===== src/rtl/pmc_pkg.sv =====
package pmc_pkg;
    localparam int REG_W = 4;

    typedef struct packed {
        logic flag1;
        logic flag0;
        logic pd;
        logic idle;
    } pcon_t;
endpackage


===== src/rtl/pmc_rst_filter.sv =====
module pmc_rst_filter #(
    parameter int HOLD = 24
) (
    input  logic clk,
    input  logic rst_n,
    input  logic ext_rst_i,
    output logic done_o
);
    localparam int CW = $clog2(HOLD + 1);
    localparam logic [CW-1:0] LIMIT = CW'(HOLD);

    typedef struct packed {
        logic [CW-1:0] cnt;
        logic          done;
    } st_t;

    st_t st_d, st_q;

    always_comb begin
        st_d = st_q;
        if (!ext_rst_i) begin
            st_d.cnt = '0;
        end else if (st_q.cnt != LIMIT) begin
            st_d.cnt = st_q.cnt + 1'b1;
        end
        st_d.done = (st_d.cnt == LIMIT);
    end

    always_ff @(posedge clk or negedge rst_n) begin
        if (!rst_n) st_q <= '0;
        else        st_q <= st_d;
    end

    assign done_o = st_q.done;

    // done is only reported while the request was present on the edge before
    p_done_needs_req_r8: assert property (@(posedge clk) disable iff (!rst_n)
        done_o |-> $past(ext_rst_i));
    // a released request drops done on the next edge
    p_release_clears_r9: assert property (@(posedge clk) disable iff (!rst_n)
        !ext_rst_i |=> !done_o);
endmodule


===== src/rtl/pmc_ctrl_reg.sv =====
module pmc_ctrl_reg
    import pmc_pkg::*;
(
    input  logic  clk,
    input  logic  rst_n,
    input  logic  clr_i,
    input  logic  wr_en_i,
    input  pcon_t wr_data_i,
    input  logic  irq_i,
    output pcon_t pcon_o
);
    typedef struct packed {
        pcon_t pcon;
    } st_t;

    st_t  st_d, st_q;
    logic busy;

    assign busy = st_q.pcon.idle | st_q.pcon.pd;

    always_comb begin
        st_d = st_q;
        if (clr_i) begin
            st_d.pcon = '0;
        end else if (wr_en_i && !busy) begin
            st_d.pcon      = wr_data_i;
            st_d.pcon.idle = wr_data_i.idle & ~wr_data_i.pd;
        end else if (irq_i && st_q.pcon.idle && !st_q.pcon.pd) begin
            st_d.pcon.idle = 1'b0;
        end
    end

    always_ff @(posedge clk or negedge rst_n) begin
        if (!rst_n) st_q <= '0;
        else        st_q <= st_d;
    end

    assign pcon_o = st_q.pcon;

    // power-down persists until the filtered reset
    p_pd_sticky_r6: assert property (@(posedge clk) disable iff (!rst_n)
        (pcon_o.pd && !clr_i) |=> pcon_o.pd);
    // an interrupt ends idle and keeps the flags
    p_irq_wake_r5: assert property (@(posedge clk) disable iff (!rst_n)
        (pcon_o.idle && irq_i && !clr_i) |=> (!pcon_o.idle && $stable(pcon_o.flag0) && $stable(pcon_o.flag1)));
    // the flags are frozen while a mode is active
    p_wr_ignored_r7: assert property (@(posedge clk) disable iff (!rst_n)
        ((pcon_o.idle || pcon_o.pd) && !clr_i) |=> ($stable(pcon_o.flag0) && $stable(pcon_o.flag1)));
    // a recognised reset empties the register
    p_reset_clears_r8: assert property (@(posedge clk) disable iff (!rst_n)
        clr_i |=> (pcon_o == '0));
    // the two mode bits are never set together
    p_single_mode_r4: assert property (@(posedge clk) disable iff (!rst_n)
        !(pcon_o.idle && pcon_o.pd));
endmodule


===== src/rtl/pmc_pin_steer.sv =====
module pmc_pin_steer (
    input  logic idle_i,
    input  logic pd_i,
    input  logic ext_fetch_i,
    output logic strobe_hold_o,
    output logic strobe_level_o,
    output logic p0_float_o,
    output logic p2_addr_o
);
    logic any_mode;

    always_comb begin
        any_mode       = idle_i | pd_i;
        strobe_hold_o  = any_mode;
        strobe_level_o = idle_i & ~pd_i;
        p0_float_o     = any_mode & ext_fetch_i;
        p2_addr_o      = ext_fetch_i & ~pd_i;
    end
endmodule


===== src/rtl/pwr_mode_ctrl.sv =====
module pwr_mode_ctrl
    import pmc_pkg::*;
#(
    parameter int RST_HOLD = 24
) (
    input  logic             clk,
    input  logic             rst_n,
    input  logic             ext_rst_i,
    input  logic             wr_en_i,
    input  logic [REG_W-1:0] wr_data_i,
    input  logic             irq_i,
    input  logic             ext_fetch_i,
    output logic [REG_W-1:0] pcon_o,
    output logic             cpu_hold_o,
    output logic             clk_stop_o,
    output logic             rst_done_o,
    output logic             strobe_hold_o,
    output logic             strobe_level_o,
    output logic             p0_float_o,
    output logic             p2_addr_o
);
    pcon_t pcon_q;
    logic  done;

    pmc_rst_filter #(.HOLD(RST_HOLD)) u_filter (
        .clk       (clk),
        .rst_n     (rst_n),
        .ext_rst_i (ext_rst_i),
        .done_o    (done)
    );

    pmc_ctrl_reg u_reg (
        .clk       (clk),
        .rst_n     (rst_n),
        .clr_i     (done),
        .wr_en_i   (wr_en_i),
        .wr_data_i (pcon_t'(wr_data_i)),
        .irq_i     (irq_i),
        .pcon_o    (pcon_q)
    );

    pmc_pin_steer u_pins (
        .idle_i         (pcon_q.idle),
        .pd_i           (pcon_q.pd),
        .ext_fetch_i    (ext_fetch_i),
        .strobe_hold_o  (strobe_hold_o),
        .strobe_level_o (strobe_level_o),
        .p0_float_o     (p0_float_o),
        .p2_addr_o      (p2_addr_o)
    );

    assign pcon_o     = pcon_q;
    assign cpu_hold_o = pcon_q.idle | pcon_q.pd;
    assign clk_stop_o = pcon_q.pd;
    assign rst_done_o = done;

    // a stopped clock always implies a held CPU
    p_stop_holds_cpu_r3: assert property (@(posedge clk) disable iff (!rst_n)
        clk_stop_o |-> (cpu_hold_o && strobe_hold_o && !strobe_level_o));
endmodule


===== config.mk =====
export PLATFORM = sky130hd
export DESIGN_NAME = pwr_mode_ctrl
export DESIGN_NICKNAME = d
export VERILOG_FILES = /design/src/rtl/pmc_pkg.sv /design/src/rtl/pmc_rst_filter.sv /design/src/rtl/pmc_ctrl_reg.sv /design/src/rtl/pmc_pin_steer.sv /design/src/rtl/pwr_mode_ctrl.sv
export SDC_FILE = /design/constraint.sdc
export NUM_CORES = 1
export LEC_CHECK = 0
export ABC_AREA = 0
export BUFFER_PORTS_ARGS = -buffer_cell sky130_fd_sc_hd__buf_2
export CAP_MARGIN = 15
export CORE_MARGIN = 4
export CORE_UTILIZATION = 25
export CTS_CLUSTER_DIAMETER = 30
export CTS_CLUSTER_SIZE = 28
export DETAILED_ROUTE_END_ITERATION = 8
export PLACE_DENSITY = 0.56
export SYNTH_ARGS = -nofsm -noshare
export SYNTH_HDL_FRONTEND = slang
export SYNTH_SLANG_ARGS = --single-unit

===== constraint.sdc =====
create_clock -name clk -period 1.36 [get_ports clk]
set_input_delay 0 -clock clk [delete_from_list [all_inputs] [get_ports clk]]
set_output_delay 0 -clock clk [all_outputs]
set_load 0.02 [all_outputs]

==> flow_metrics.py, run 1 <==
metrics = {
    "placed_design": {
        "port-buffer-count": 20,
        "place_ws_ps": 41.81,
        "hpwl_microns": 795.1,
        "gp_congestion": 0.8394,
    },
    "routing": {
        "viasPerCell": 4.257,
        "dr.pass1.iters": 4,
        "vias": 430,
        "ant_nets": 0,
        "wl_per_cell_microns": 10.82,
        "drc": 0,
        "dr.first_iter.drc_count": 5,
        "wirelength_mm": 1.093,
    },
    "power_and_ir_drop": {
        "cellPowerDensity_mw_per_mm2": 1200,
        "peakVddDrop_uv": 658.3,
        "p_leak_nw": 0.3488,
    },
    "critical_path": {
        "critPathMaxFanout": 3,
        "crit_arrival_ps": 1470,
        "worst_setup_path_start_kind": "flop",
        "path_buf_inv": 1,
        "crit_type": "flop to flop",
        "path_cells": "inv_1 > ha_4 > nand4_1 > and3_4 > nor4b_2",
        "critPathRequiredTime_ps": 1540,
        "reg2reg_slack_ps": 60,
        "max_stage_delay_ps": 400,
        "slowest_stage": "dfrtp_1",
        "cp-end-kind": "flop",
        "crit_family": "simple AND/OR/NAND/NOR gates",
    },
    "die": {
        "die_area_sq_mm": 0.002958,
        "row_count": 16,
        "start_util": 0.2688,
        "die_y_microns": 54.39,
        "fp.dieW_microns": 54.39,
        "core-area_sq_mm": 0.002002,
        "ios": 21,
    },
    "clocking": {
        "htreeDepth": 1,
        "cts_made_buffers": 3,
        "clkTransAtPathRegs_ps": 70,
        "clockBufferDepth": 2,
        "worstSkewPairLatency_ps": 260,
        "cts_tree": "built",
        "root_buffer": "clkbuf_4",
        "cts_num_sinks": 10,
    },
    "layout": {
        "syn_to_final_growth_pct": 37.91,
        "fillers": 208,
        "final_cell_mix": "20 x buf_2, 9 x dfrtp_1, 5 x nor2_1",
        "mostFrequentLayoutCell": "buf_2",
        "final_nets": 87,
        "antenna_cells": 0,
        "final_core_util": 0.3706,
        "layout-drive-gt1-share": 0.4324,
    },
    "logic_synthesis": {
        "synthCells": 49,
        "ys_ff_latch": 10,
        "synth_area_sq_um": 538.0,
        "yosysWarningCount": 0,
        "syn-mean-instance-area_sq_um": 10.98,
        "synth_cell_types": 22,
        "syn_nets": 61,
        "synth_seq_area_share": 0.4651,
    },
    "grt": {
        "grt_pass1_vias": 396,
        "use_met2": 0.1215,
        "antenna_found_initial": 0,
        "grt_max_degree": 11,
        "busiest_layer": "met2",
        "overflow": 0,
        "use_met3": 0.05177,
        "grt_first_pass_wirelength_mm": 1.628,
        "globalRouteMet1Util": 0.09850,
        "grt_util_all_layers": 0.07911,
    },
    "timing": {
        "setup_ws_ps": 63.65,
        "slew_headroom": 0.8278,
        "fmax_ghz": 0.7714,
        "finalHoldViolations": 0,
        "finalSetupViolations": 0,
        "fin_crit_sh": 0.9532,
        "worstMarginPinSlew_ps": 258.3,
        "fin_crit_ps": 1296,
        "slew_violations": 0,
        "clock_skew_ps": 1.466,
        "holdWs_ps": 7.624,
    },
    "flow_run": {
        "maxCapViolCount": 0,
    },
    "min_path": {
        "hp-class": "input pin to flop",
    },
    "status": {
        "status": "finished, final reports clean",
    },
}
[tightest hold or removal path, cell delays in order]
cell	delay, ps
buf_2	80
mux2i_1	60
nor2_1	90
[per-stage QoR]
| step | cell area [sq um] | instances | power (mW) | TNS (ps) |
|---|---|---|---|---|
| 6_report | 742.0 | 101 | 0.8905 | 0 |
| 2_1_floorplan | 538.0 | 49 | 0.5431 | 0 |
| 3_5_place_dp | 649.4 | 93 | 0.6141 | 0 |
| 5_1_grt | 742.0 | 101 | 0.9599 | -0.5184 |
| 4_1_cts | 715.7 | 100 | 0.8918 | 0 |
| 3_3_place_gp | 649.4 | 93 | 0.6074 | 0 |
[cell usage after synthesis]
library cell	count	area (sq um)
nor2b_1	2	12.51
nand2b_1	1	6.260
dfrtp_1	10	250.2
a221oi_1	1	8.760
or2_2	1	6.260
xnor2_1	2	17.52
ha_1	2	25.02
buf_4	3	22.52
nand3_1	2	10.01
and3_4	1	11.26
xor2_1	1	8.760
nor4b_2	1	15.01
nand2_1	1	3.750
nand4bb_1	1	11.26
a31oi_1	1	6.260
nand4_1	1	6.260
inv_1	3	11.26
and2_1	4	25.02
mux2i_1	4	40.04
nand4b_1	1	8.760
nor2_1	5	18.77
nor3b_2	1	12.51
[cells by family after synthesis]
family	Yosys count	share of synthesized area
AOI/OAI and AO/OA	2	0.02792
xor gates and xnor gates	3	0.04885
adders and majority gates	2	0.04650
buffers and inverters	6	0.06279
DFF	10	0.4651
muxes	4	0.07442
and+or+nand+nor	22	0.2744
[flip-flops by register name (all words and copies together) (netlist names)]
name,count
u_reg.pcon_o,4
u_filter.done_o,1
u_filter.st_q,5
[where the power goes]
part / internal, mW / total, mW / switching (mW)
registers: 0.349 / 0.386 / 0.0371
clock network: 0.163 / 0.267 / 0.105
logic: 0.0969 / 0.237 / 0.140
[area by class of cell]
class / instances / area, sq um / share of cell area
Multi-Input combinational cell: 33 / 271.5 / 0.3659
Sequential cell: 10 / 251.5 / 0.3390
Timing Repair Buffer: 24 / 137.6 / 0.1855
Clock buffer: 4 / 36.28 / 0.04890
Tap cell: 27 / 33.78 / 0.04553
Inverter: 3 / 11.26 / 0.01518
[path summary, 6_finish.rpt]
| kind | startpoint | to | cells past startpoint |
|---|---|---|---|
| min in group asynchronous | rst_n | u_filter.st_q[1] | 2 |
| max in group asynchronous | rst_n | u_reg.pcon_o[1] | 2 |
| setup / recovery | u_filter.st_q[1] | u_filter.done_o | 5 |
| setup reg to reg | u_filter.st_q[1] | u_filter.done_o | 5 |
| hold / removal | wr_data_i[2] | u_reg.pcon_o[2] | 3 |
| hold reg to reg | u_filter.done_o | u_reg.pcon_o[1] | 1 |
[layer usage]
layer,vias to the layer above,wire (microns),part of all wire
met5,-,0,0
met4,0,6,0.0055
met3,2,165,0.15
met2,27,442,0.40
met1,186,479,0.44
li1,215,-,-
[what timing repair did]
| action | in CTS | in global routing |
|---|---|---|
| endpoints found under the setup margin | 0 | 2 |
| hold endpoints to repair | 12 | 0 |
| hold buffers | 3 | 0 |
| setup buffers | 0 | 1 |
| gates resized for setup | 0 | 4 |
Power figures use the tool's default switching activity.
==> run 2: changes to the inputs <==
==> constraint.sdc (replaced) <==
create_clock -name clk -period 1.36 [get_ports clk]
set_input_delay 0.136 -clock clk [delete_from_list [all_inputs] [get_ports clk]]
set_output_delay 0.136 -clock clk [all_outputs]
set_load 0.02 [all_outputs]
==> run 2 against run 1 <==
Combinational power grew 13%. Largest power group unchanged. First-iteration DRC count grew 40%. Clock-buffer cell count is the same. Maximum frequency shrank 0.78%. Register-to-register slack is essentially flat. Critical path depth shrank 2. Non-clock buffer count is the same. Die area is the same. Worst hold slack gained 65 ps. Worst setup slack lost 10 ps. Critical endpoint is now p0_float_o.
==> flow_metrics.py, run 2 (synthesized netlist as in run 1, its figures left out) <==
metrics = {
    "die": {
        "start_util": 0.2688,
        "die_y_microns": 54.39,
        "core-area_sq_mm": 0.002002,
        "row_count": 16,
        "ios": 21,
        "die_area_sq_mm": 0.002958,
        "fp.dieW_microns": 54.39,
    },
    "placed_design": {
        "gp_congestion": 0.8394,
        "dp.cells": 93,
        "place_ws_ps": 41.81,
        "hpwl_microns": 795.1,
        "port-buffer-count": 20,
        "placed_area_sq_um": 649.4,
    },
    "clocking": {
        "clockBufferDepth": 2,
        "cts_num_sinks": 10,
        "root_buffer": "clkbuf_4",
        "clkTransAtPathRegs_ps": 70,
        "cts_tree": "built",
        "worstSkewPairLatency_ps": 260,
        "cts_made_buffers": 3,
        "htreeDepth": 1,
    },
    "layout": {
        "final_cell_mix": "19 x buf_2, 9 x dfrtp_1, 5 x nor2_1",
        "multi_input_area_sq_um": 274.0,
        "seq_area_sq_um": 251.5,
        "final_cells": 101,
        "syn_to_final_growth_pct": 38.60,
        "largest_register_ffs": 5,
        "antenna_cells": 0,
        "mostFrequentLayoutCell": "buf_2",
        "layout-drive-gt1-share": 0.4730,
        "final_nets": 87,
        "fin_area_sq_um": 745.7,
        "regMostFlops": "u_filter.st_q",
        "fillers": 208,
        "final_core_util": 0.3725,
    },
    "grt": {
        "grt_max_degree": 11,
        "grt_util_all_layers": 0.07740,
        "antenna_found_initial": 0,
        "grt_pass1_vias": 391,
        "grt_first_pass_wirelength_mm": 1.600,
        "overflow": 0,
    },
    "routing": {
        "viasPerCell": 4.248,
        "wirelength_mm": 1.062,
        "wl_per_cell_microns": 10.51,
        "vias": 429,
        "dr.pass1.iters": 4,
        "drc": 0,
        "ant_nets": 0,
        "dr.first_iter.drc_count": 7,
    },
    "critical_path": {
        "critPathRequiredTime_ps": 1220,
        "cp-end-kind": "output port",
        "critPathMaxFanout": 3,
        "crit_arrival_ps": 1170,
        "worst_setup_path_start_kind": "flop",
        "crit_type": "flop to output port",
    },
    "timing": {
        "slew_violations": 0,
        "finalSetupViolations": 0,
        "fmax_ghz": 0.7654,
        "clock_skew_ps": 1.523,
        "fin_crit_sh": 0.9607,
        "finalSetupTns_ps": 0,
        "finalHoldViolations": 0,
        "slew_headroom": 0.8278,
        "setup_ws_ps": 53.48,
        "worstMarginPinSlew_ps": 258.4,
        "fin_crit_ps": 1307,
        "holdWs_ps": 72.58,
    },
    "flow_run": {
        "maxCapViolCount": 0,
    },
    "power_and_ir_drop": {
        "cellPowerDensity_mw_per_mm2": 1221,
        "fin_total_pwr_mw": 0.9103,
        "p_leak_nw": 0.3540,
        "peakVddDrop_uv": 658.1,
    },
    "status": {
        "status": "finished, final reports clean",
    },
    "min_path": {
        "hp-class": "input pin to flop",
    },
}
[run 2: cell types whose count changed in the layout (fill, tap and decap cells not counted), sizes merged]
| cell | before | now |
|---|---|---|
| dlygate4sd3 | 3 | 1 |
| buf | 21 | 23 |
[run 2: cell type report]
class                      count  area share
tap                           27     0.04530
inverter                       3     0.01510
timing repair buffer          24      0.1862
sequential                    10      0.3372
multi-input combinational     33      0.3675
clock buffer                   4     0.04866
[run 2: path summary, 6_finish.rpt]
check | start | to | slack, ps | depth (start not counted)
worst min register to register | u_filter.done_o | u_reg.pcon_o[1] | 510 | 1
max in group asynchronous | rst_n | u_reg.pcon_o[1] | 890 | 2
worst max-delay path | u_reg.pcon_o[1] | p0_float_o | 50 | 3
worst min-delay path | irq_i | u_reg.pcon_o[0] | 70 | 2
min in group asynchronous | rst_n | u_filter.st_q[1] | 260 | 2
worst max register to register | u_filter.st_q[1] | u_filter.done_o | 60 | 5
[run 2: timing repair]
item | in CTS | in global routing
endpoints found under the setup margin | 1 | 2
gates resized for setup | 3 | 4
hold buffers | 1 | 0
setup buffers | 2 | 1
hold endpoints to repair | 10 | 0
[run 2: power by group]
group | switching, mW | internal (mW) | total, mW
Sequential | 0.0270 | 0.349 | 0.376
Clock | 0.105 | 0.163 | 0.267
Combinational | 0.153 | 0.114 | 0.267
Total | 0.285 | 0.625 | 0.910
[run 2: critical path: stages (launching register included)]
cell	delay [ps]
dfrtp_2	400
or2_4	230
and2_4	150
buf_6	120
[run 2: per-layer routing]
| layer | up-vias | part of all wire | routed length, microns | global-route usage |
|---|---|---|---|---|
| li1 | 215 | - | - | - |
| met3 | 2 | 0.15 | 158 | 0.05177 |
| met5 | - | 0 | 0 | 0 |
| met1 | 189 | 0.44 | 471 | 0.09683 |
| met2 | 23 | 0.40 | 427 | 0.1175 |
| met4 | 0 | 0.0056 | 6 | 0 |
==> run 3: changes to the inputs <==
- ABC_AREA: 0 -> 1
- GPL_TIMING_DRIVEN: unset -> 1
==> run 3 against run 2 <==
Synthesized area down 2.1%. Non-clock buffer count down 3. Synthesized cell count up 41%. Via count up 15%. Clock power about the same. Clock skew down 0.74 ps. First-iteration DRC count down 14%. Maximum frequency up 6.1%. Clock-buffer cell count unchanged. Wire length down 2.4%. Largest power group unchanged. Highest routed layer is now met3.
==> flow_metrics.py, run 3 <==
metrics = {
    "layout": {
        "final_cell_mix": "20 x buf_2, 15 x inv_1, 14 x nand2_1",
        "final_nets": 104,
        "mostFrequentLayoutCell": "buf_2",
        "final_core_util": 0.3466,
        "largest_register_ffs": 5,
        "antenna_cells": 0,
        "layout-drive-gt1-share": 0.2747,
        "regMostFlops": "u_filter.st_q",
        "syn_to_final_growth_pct": 30.40,
        "fin_area_sq_um": 686.9,
    },
    "die": {
        "start_util": 0.2658,
        "row_count": 16,
        "core-area_sq_mm": 0.001982,
        "ios": 21,
        "fp.dieW_microns": 53.90,
        "die_y_microns": 53.90,
        "die_area_sq_mm": 0.002905,
    },
    "logic_synthesis": {
        "ys_ff_latch": 10,
        "yosys-top-cells-area": "dfrtp_1 48%, inv_1 11%, nand2_1 10%",
        "syn-mean-instance-area_sq_um": 7.634,
        "ys.flop_type": "dfrtp_1",
        "synth_top_cell_area_share": 0.4751,
        "synth_seq_area_share": 0.4751,
        "synth.largest_area_cell": "dfrtp_1",
        "yosysWarningCount": 0,
        "synthCells": 69,
        "synth_edf_count": 0,
        "syn_nets": 81,
        "synth_most_common_cell": "inv_1",
        "synthArstFlopShare": 1.000,
        "synthTopCellsByCount": "15 x inv_1, 14 x nand2_1, 10 x dfrtp_1, 9 x nor2_1, 7 x nand3_1",
        "synth_cell_types": 11,
        "synth_area_sq_um": 526.8,
    },
    "power_and_ir_drop": {
        "cellPowerDensity_mw_per_mm2": 921.1,
        "fin_total_pwr_mw": 0.6327,
        "peakVddDrop_uv": 660.9,
        "p_leak_nw": 0.3892,
    },
    "placed_design": {
        "gp_congestion": 0.8068,
        "hpwl_microns": 847.3,
        "port-buffer-count": 20,
        "placed_area_sq_um": 638.1,
    },
    "timing": {
        "fmax_ghz": 0.8119,
        "fin_crit_sh": 0.9056,
        "finalHoldViolations": 0,
        "slew_violations": 0,
        "rsz0062_at_grt": "false",
        "finalSetupTns_ps": 0,
        "finalSetupViolations": 0,
        "worstMarginPinSlew_ps": 224.8,
        "slew_headroom": 0.8501,
        "fin_crit_ps": 1232,
        "clock_skew_ps": 0.7794,
    },
    "grt": {
        "grt_util_all_layers": 0.07937,
        "grt_max_degree": 11,
        "grt_first_pass_wirelength_mm": 1.642,
        "grt_pass1_vias": 400,
        "antenna_found_initial": 0,
        "overflow": 0,
    },
    "critical_path": {
        "max_stage_delay_ps": 410,
        "slowest_stage": "dfrtp_1",
        "cp-end-kind": "flop",
        "critPathMaxFanout": 5,
        "crit_arrival_ps": 1430,
        "critPathRequiredTime_ps": 1560,
        "reg2reg_slack_ps": 130,
        "worst_setup_path_start_kind": "flop",
        "crit_type": "flop to flop",
        "path_cells": "inv_1 > ha_1 > nand2_1 > inv_1 > nand2_1 > nand2_1 > nand2_1 > nand4_1 > nor2_1",
        "crit_top_cell": "nand2_1",
    },
    "routing": {
        "wirelength_mm": 1.037,
        "ant_nets": 0,
        "drc": 0,
        "dr.pass1.iters": 4,
        "wl_per_cell_microns": 8.788,
        "dr.first_iter.drc_count": 6,
        "viasPerCell": 4.186,
        "vias": 494,
    },
    "clocking": {
        "clkTransAtPathRegs_ps": 70,
        "cts_tree": "built",
        "cts_num_sinks": 10,
        "clockBufferDepth": 2,
        "htreeDepth": 1,
        "worstSkewPairLatency_ps": 260,
        "root_buffer": "clkbuf_4",
        "cts_made_buffers": 3,
    },
    "status": {
        "status": "finished, final reports clean",
    },
    "min_path": {
        "hp-class": "input pin to flop",
    },
    "flow_run": {
        "maxCapViolCount": 0,
    },
}
-- run 3: cell count changes in the layout (fill, tap and decap cells not counted), sizes merged, moves of 3 or more --
| cell | before | now |
|---|---|---|
| mux2i | 4 | 0 |
| nand2 | 1 | 14 |
| nor2 | 5 | 9 |
| o21ai | 0 | 4 |
| buf | 23 | 20 |
| nand3 | 2 | 7 |
| and2 | 4 | 0 |
| inv | 3 | 15 |
-- run 3: power by group --
group          internal, mW  switching [mW]  leakage, nW
Clock                 0.163           0.104       0.0210
Sequential            0.304         0.00933        0.132
Combinational        0.0224          0.0297        0.236
-- run 3: through the flow --
stage / setup slack [ps] / instances / hold slack, ps
global route: 30.37 / 118 / 109.5
detailed placement: 145.8 / 113 / 10.21
finish: 128.3 / 118 / 110.4
floorplan: 148.0 / 69 / -159.6
global placement: 191.9 / 113 / 6.010
CTS: 60.24 / 118 / 104.3
-- run 3: layout make-up --
cell class / instances / area [sq um]
Tap cell: 27 / 33.78
Timing Repair Buffer: 21 / 110.1
Inverter: 15 / 56.30
Fill cell: 221 / 1295
Sequential cell: 10 / 250.2
Multi-Input combinational cell: 41 / 200.2
Clock buffer: 4 / 36.28
-- run 3: worst max-delay path: cells and delay by family (launching register included) --
family,cells,cell delay (ps)
fa+ha+maj,1,190
flops,1,410
buf+inv,2,130
simple gates,6,450
-- run 3: path summary, 6_finish.rpt --
kind	startpoint	to	cells after the start
max reg2reg	u_filter.st_q[1]	u_filter.done_o	9
max in group asynchronous	rst_n	u_filter.st_q[3]	2
min in group asynchronous	rst_n	u_filter.st_q[1]	2
min	wr_data_i[3]	u_reg.pcon_o[3]	3
max	u_filter.st_q[1]	u_filter.done_o	9
min reg2reg	u_reg.pcon_o[3]	u_reg.pcon_o[3]	2
-- run 3: what timing repair did --
action	CTS	global route
resized for setup	0	1
setup endpoints to repair	0	3
hold endpoints to repair	10	0
buffers inserted	0	0
hold buffers	1	0
-- run 3: routing by layer --
| metal | vias to the layer above | share of wire | global-route usage |
|---|---|---|---|
| li1 | 252 | - | - |
| met1 | 219 | 0.42 | 0.09044 |
| met2 | 23 | 0.43 | 0.1331 |
| met3 | 0 | 0.15 | 0.04155 |
| met4 | 0 | 0 | 0.01277 |
| met5 | - | 0 | 0 |
-- run 3: logic make-up after synthesis --
group	synth area share
adder cells (fa/ha/maj)	0.04750
AO/OA/AOI/OAI	0.05701
buffers and inverters	0.1496
flip-flops	0.4751
AND/OR/NAND/NOR	0.2541
XOR/XNOR	0.01663
